## src/rtl/bus_arb_pkg.sv

```systemverilog
package bus_arb_pkg;

    typedef enum logic [2:0] {
        ARB_IDLE    = 3'd0,
        ARB_SA_OWN  = 3'd1,
        ARB_SA_LOCK = 3'd2,
        ARB_SA_PARK = 3'd3,
        ARB_PA_OWN  = 3'd4,
        ARB_PA_PARK = 3'd5
    } arb_state_e;

endpackage

```

## src/rtl/bus_arb_pend_cnt.sv

```systemverilog
module bus_arb_pend_cnt #(
    parameter int CNT_W = 4
) (
    input  logic             clk,
    input  logic             rst_n,
    input  logic             inc,
    input  logic             dec,
    output logic [CNT_W-1:0] cnt_q,
    output logic             cnt_zero
);
    localparam logic [CNT_W-1:0] CNT_MAX = {CNT_W{1'b1}};
    localparam logic [CNT_W-1:0] CNT_ONE = {{(CNT_W-1){1'b0}}, 1'b1};

    logic [CNT_W-1:0] cnt_d;

    always_comb begin
        cnt_d = cnt_q;
        if (inc && !dec && cnt_q != CNT_MAX) begin
            cnt_d = cnt_q + CNT_ONE;
        end else if (dec && !inc && cnt_q != '0) begin
            cnt_d = cnt_q - CNT_ONE;
        end
    end

    always_ff @(posedge clk or negedge rst_n) begin
        if (!rst_n) begin
            cnt_q <= '0;
        end else begin
            cnt_q <= cnt_d;
        end
    end

    assign cnt_zero = (cnt_q == '0);

    AST_CNT_UP: assert property (@(posedge clk) disable iff (!rst_n)
        (inc && !dec && cnt_q != CNT_MAX) |=> (cnt_q == $past(cnt_q) + CNT_ONE));
    AST_CNT_HOLD: assert property (@(posedge clk) disable iff (!rst_n)
        (inc && dec) |=> $stable(cnt_q));
    AST_NO_UNDERFLOW: assert property (@(posedge clk) disable iff (!rst_n)
        (dec && !inc) |-> (cnt_q != '0));

endmodule

```

## src/rtl/bus_arb_fsm.sv

```systemverilog
module bus_arb_fsm
    import bus_arb_pkg::*;
(
    input  logic       clk,
    input  logic       rst_n,
    input  logic       sa_req_n,
    input  logic       pa_req_n,
    input  logic       sa_lock,
    input  logic       pa_issue,
    input  logic       cnt_zero,
    output arb_state_e state_q
);
    arb_state_e state_d;
    logic       sa_want;
    logic       pa_want;
    logic       pa_release;

    assign sa_want    = !sa_req_n;
    assign pa_want    = !pa_req_n;
    assign pa_release = !pa_want && cnt_zero && !pa_issue;

    always_ff @(posedge clk or negedge rst_n) begin
        if (!rst_n) begin
            state_q <= ARB_IDLE;
        end else begin
            state_q <= state_d;
        end
    end

    always_comb begin
        state_d = state_q;
        unique case (state_q)
            ARB_IDLE, ARB_PA_PARK: begin
                if (pa_want) begin
                    state_d = ARB_PA_OWN;
                end else if (sa_want) begin
                    state_d = ARB_SA_OWN;
                end
            end
            ARB_SA_OWN, ARB_SA_PARK: begin
                if (pa_want && sa_lock) begin
                    state_d = ARB_SA_LOCK;
                end else if (pa_want) begin
                    state_d = ARB_PA_OWN;
                end else if (sa_want) begin
                    state_d = ARB_SA_OWN;
                end else begin
                    state_d = ARB_SA_PARK;
                end
            end
            ARB_SA_LOCK: begin
                if (sa_lock) begin
                    state_d = ARB_SA_LOCK;
                end else if (pa_want) begin
                    state_d = ARB_PA_OWN;
                end else if (sa_want) begin
                    state_d = ARB_SA_OWN;
                end else begin
                    state_d = ARB_SA_PARK;
                end
            end
            ARB_PA_OWN: begin
                if (pa_release) begin
                    state_d = sa_want ? ARB_SA_OWN : ARB_PA_PARK;
                end
            end
            default: state_d = ARB_IDLE;
        endcase
    end

    AST_PRIO_PREEMPT: assert property (@(posedge clk) disable iff (!rst_n)
        ((state_q == ARB_SA_OWN || state_q == ARB_SA_PARK) && !pa_req_n && !sa_lock)
        |=> (state_q == ARB_PA_OWN));
    AST_LOCK_DEFER: assert property (@(posedge clk) disable iff (!rst_n)
        (state_q == ARB_SA_LOCK && sa_lock) |=> (state_q == ARB_SA_LOCK));
    AST_PA_HOLD: assert property (@(posedge clk) disable iff (!rst_n)
        (state_q == ARB_PA_OWN && !cnt_zero) |=> (state_q == ARB_PA_OWN));
    AST_SA_RETURN: assert property (@(posedge clk) disable iff (!rst_n)
        (state_q == ARB_PA_OWN && pa_req_n && cnt_zero && !pa_issue && !sa_req_n)
        |=> (state_q == ARB_SA_OWN));

endmodule

```

## src/rtl/bus_arb_outdec.sv

```systemverilog
module bus_arb_outdec
    import bus_arb_pkg::*;
(
    input  arb_state_e state,
    output logic       sa_grant,
    output logic       pa_grant,
    output logic       sa_issue_ok
);
    always_comb begin
        sa_grant    = 1'b0;
        pa_grant    = 1'b0;
        sa_issue_ok = 1'b0;
        unique case (state)
            ARB_IDLE: ;
            ARB_SA_OWN, ARB_SA_LOCK: begin
                sa_grant    = 1'b1;
                sa_issue_ok = 1'b1;
            end
            ARB_SA_PARK: sa_grant = 1'b1;
            ARB_PA_OWN, ARB_PA_PARK: pa_grant = 1'b1;
            default: ;
        endcase
    end

endmodule

```

## src/rtl/prio_bus_arbiter.sv

```systemverilog
module prio_bus_arbiter
    import bus_arb_pkg::*;
#(
    parameter int PEND_W = 4
) (
    input  logic              clk,
    input  logic              rst_n,
    input  logic              sa_req_n,
    input  logic              pa_req_n,
    input  logic              sa_lock,
    input  logic              pa_issue,
    input  logic              pa_done,
    output logic              sa_grant,
    output logic              pa_grant,
    output logic              sa_issue_ok,
    output logic              pa_drop_ok,
    output logic [PEND_W-1:0] pa_pending
);
    arb_state_e state;
    logic       cnt_zero;

    bus_arb_pend_cnt #(.CNT_W(PEND_W)) i_cnt (
        .clk      (clk),
        .rst_n    (rst_n),
        .inc      (pa_issue),
        .dec      (pa_done),
        .cnt_q    (pa_pending),
        .cnt_zero (cnt_zero)
    );

    bus_arb_fsm i_fsm (
        .clk      (clk),
        .rst_n    (rst_n),
        .sa_req_n (sa_req_n),
        .pa_req_n (pa_req_n),
        .sa_lock  (sa_lock),
        .pa_issue (pa_issue),
        .cnt_zero (cnt_zero),
        .state_q  (state)
    );

    bus_arb_outdec i_dec (
        .state       (state),
        .sa_grant    (sa_grant),
        .pa_grant    (pa_grant),
        .sa_issue_ok (sa_issue_ok)
    );

    assign pa_drop_ok = cnt_zero;

    AST_SINGLE_OWNER: assert property (@(posedge clk) disable iff (!rst_n)
        !(sa_grant && pa_grant));
    AST_NO_ISSUE_UNDER_PRIO: assert property (@(posedge clk) disable iff (!rst_n)
        (pa_grant && !pa_drop_ok) |=> !sa_issue_ok);

endmodule

```

## config.mk

```make
export PLATFORM = sky130hd
export DESIGN_NAME = prio_bus_arbiter
export DESIGN_NICKNAME = d
export VERILOG_FILES = /design/src/rtl/bus_arb_pkg.sv /design/src/rtl/bus_arb_pend_cnt.sv /design/src/rtl/bus_arb_fsm.sv /design/src/rtl/bus_arb_outdec.sv /design/src/rtl/prio_bus_arbiter.sv
export SDC_FILE = /design/constraint.sdc
export NUM_CORES = 1
export LEC_CHECK = 0
export BUFFER_PORTS_ARGS = -buffer_cell sky130_fd_sc_hd__buf_2
export CORE_AREA = 2 2 39 41
export CTS_CLUSTER_DIAMETER = 50
export DETAILED_ROUTE_END_ITERATION = 16
export DIE_AREA = 0 0 41 43
export PLACE_DENSITY = 0.62
export SLEW_MARGIN = 20
export SYNTH_ARGS = -nofsm -noshare
export SYNTH_HDL_FRONTEND = slang
export SYNTH_SLANG_ARGS = --single-unit
```

## constraint.sdc

```tcl
create_clock -name clk -period 1.7 [get_ports clk]
set_input_delay 0.34 -clock clk [delete_from_list [all_inputs] [get_ports clk]]
set_output_delay 0.34 -clock clk [all_outputs]
set_load 0.03 [all_outputs]
```

==> flow_summary.toml <==
[outcome]
outcome = "finished with violations"
violations = "setup timing"

[floorplanning]
die-area_mm2 = 0.00176
ios = 15
num_rows = 14
start_util = 0.345
dieWidth_um = 41
core_area_mm2 = 0.00138
fp.dieH_um = 43

[drt]
wl_per_cell_um = 12.8
drt-initial-drc-count = 1
wl_um = 1140
vias = 463
antenna_left = 0
via_per_inst = 5.20
drc_errors = 0
drt_pass1_iterations = 2

[logic_synthesis]
synth_commonest_cells = "dfrtp_1 (7), nand2_1 (4), a21oi_1 (3), nor2_1 (3), xor2_1 (3)"
yosys.area.top_type = "dfrtp_1"
yosysUniqueCellTypes = 28
syn_avg_cell_area_um2 = 9.75
synth_warnings = 0
post-synth-top-area-fraction = 0.366
yosysSeqAreaShare = 0.366
synth_seq_cells = 7
ys_top_cells_by_area = "dfrtp_1 (37%), xor2_1 (5.5%), ha_1 (5.2%)"
syn_nets = 59
async_flop_share = 1.00
synth_most_common_cell = "dfrtp_1"
synth_flop_cell = "dfrtp_1"
syn_inst = 49
syn-cell-area_um2 = 478
synth_edf_count = 0

[timing]
relSlewSlack = 0.787
slew_viol_final = 0
clock.fmax_mhz = 562
tightest_slew_ns = 0.319
hold_viol = 0
period_share = 1.05
skew_ns = 0.00160
setup_viol = 2
period_minus_slack_ns = 1.78
rsz0062_at_grt = "true"
fin_ws_ns = -0.0798

[worst_setup_path]
path_cells = "a41oi_2, nand2_2, ha_4, a21o_2, a21oi_2, mux2i_1, xor2_1"
worstSetupEndpointType = "flop"
cp_slowest_cell = "dfrtp_2"
critical_path_class = "flop to flop"
arrival_ns = 1.94
crit_buf_inv = 0
path_max_fanout = 3
crit_family = "compound AO/OA/AOI/OAI gates"
cp.required_ns = 1.86
r2r_setup_slack_ns = -0.08
cp-start-kind = "flop"
cpPeakStageDelay_ns = 0.40

[clock_tree]
numCtsBuffers = 3
clock_sinks = 7
cts_tree = "built"
path_clk_slew_ns = 0.05
root_buffer = "clkbuf_4"
htree_levels = 1
clockBufferDepth = 2
clock_latency_ns = 0.25

[grt]
grt_max_degree = 13
grt_use_total = 0.142
grt_pass1_vias = 409
antenna_found_initial = 0
globalRouteOverflowTotal = 0
grt_pass1_wl_um = 1660

[worst_hold_path]
min-delay-path-class = "input port to flop"

[power]
leakage_nw = 0.326
ir_worst_vdd_v = 0.000919
powerDensity_mw_per_mm2 = 2090

[final_layout]
nFillCells = 134
final_cells = 89
final_nets = 84
area_growth_pct = 49.0
diodes = 0
layout-drive-gt1-share = 0.521
finalInstanceArea_um2 = 712

[run]
cap_violations = 0

[place]
dp_slack_ns = -0.155
placed_area_um2 = 642
dp.final_hpwl_um = 853
dp_cells = 82
place.gp.congestion = 0.694
port_buffers = 14
## cell families after synthesis
group | after synthesis | share of synthesized area
AOI/OAI and AO/OA | 14 | 0.204
xor gates and xnor gates | 4 | 0.0733
adders and majority gates | 3 | 0.0942
buffers and inverters | 4 | 0.0314
DFF | 7 | 0.366
muxes | 3 | 0.0681
and+or+nand+nor | 14 | 0.162
## sequential cells by signal, indices dropped and copies added (netlist names)
| register | flops |
|---|---|
| i_fsm.state_q | 3 |
| i_cnt.cnt_q | 4 |
## tightest hold or removal path, stage by stage
cell and delay (ns):
buf_2 0.10, a21o_1 0.13, a221oi_2 0.06
## placed cells by master, fill, tap and decap left out, drive strengths merged
| master | instances |
|---|---|
| and3 | 1 |
| a221oi | 1 |
| mux2 | 2 |
| xor2 | 3 |
| dlygate4sd3 | 1 |
| o21ai | 2 |
| nor4 | 1 |
| mux2i | 1 |
| nor2 | 3 |
| a21o | 2 |
| a41oi | 2 |
| ha | 2 |
| inv | 2 |
| fa | 1 |
| o211ai | 1 |
| xnor2 | 1 |
| nor2b | 1 |
| a21oi | 3 |
| buf | 21 |
| clkbuf | 4 |
| or3b | 1 |
| nor3 | 1 |
| dfrtp | 7 |
| a31oi | 1 |
| a2bb2oi | 1 |
| a22oi | 1 |
| or3 | 1 |
| nand2 | 5 |
## power breakdown
part / total (mW) / leakage [nW] / switching, mW / internal (mW)
Clock: 0.154 / 0.0150 / 0.0639 / 0.0897
Combinational: 0.967 / 0.232 / 0.548 / 0.419
Sequential: 0.368 / 0.0797 / 0.108 / 0.261
Total: 1.49 / 0.326 / 0.719 / 0.769
## per-stage QoR
step           utilization  hold slack, ns  power [mW]  setup TNS [ns]
4_1_cts              0.507           0.399        1.48          -0.169
3_5_place_dp         0.464           0.177        1.29          -0.155
2_1_floorplan            -          0.0444        1.00          -0.293
5_1_grt              0.514           0.431        1.59          -0.379
6_report             0.514           0.426        1.49          -0.112
3_3_place_gp         0.464           0.176        1.27         -0.0574
## worst paths after layout
check                                             startpoint                            to  cells past startpoint
worst min register to register  i_fsm.state_q[1]$_DFFE_PN0P_  i_fsm.state_q[0]$_DFFE_PN0P_                      1
min in group asynchronous                              rst_n  i_fsm.state_q[0]$_DFFE_PN0P_                      2
worst max-delay path              i_cnt.cnt_q[2]$_DFFE_PN0P_    i_cnt.cnt_q[3]$_DFFE_PN0P_                      7
worst min-delay path                                 sa_lock  i_fsm.state_q[0]$_DFFE_PN0P_                      3
max in group asynchronous                              rst_n    i_cnt.cnt_q[0]$_DFFE_PN0P_                      2
worst max register to register    i_cnt.cnt_q[2]$_DFFE_PN0P_    i_cnt.cnt_q[3]$_DFFE_PN0P_                      7
## final cells by class
type	count	area, µm²	share of cell area
clock buffer	4	26.3	0.0369
inverter	2	7.51	0.0105
multi-input combinational	38	335	0.471
sequential	7	180	0.253
tap	16	20.0	0.0281
timing repair buffer	22	143	0.200
## metal layers
metal,vias up,track usage,part of all wire
li1,229,-,-
met1,224,0.150,0.41
met2,10,0.241,0.54
met3,0,0.0471,0.046
met4,0,0.0600,0
met5,-,0,0
## what timing repair did
action	CTS	global route
hold buffers	1	0
setup endpoints to repair	2	5
pin swaps	3	1
setup buffers	2	0
gates resized for setup	3	2
hold endpoints to repair	7	0
Note: power is estimated with default switching activity, not from simulation.
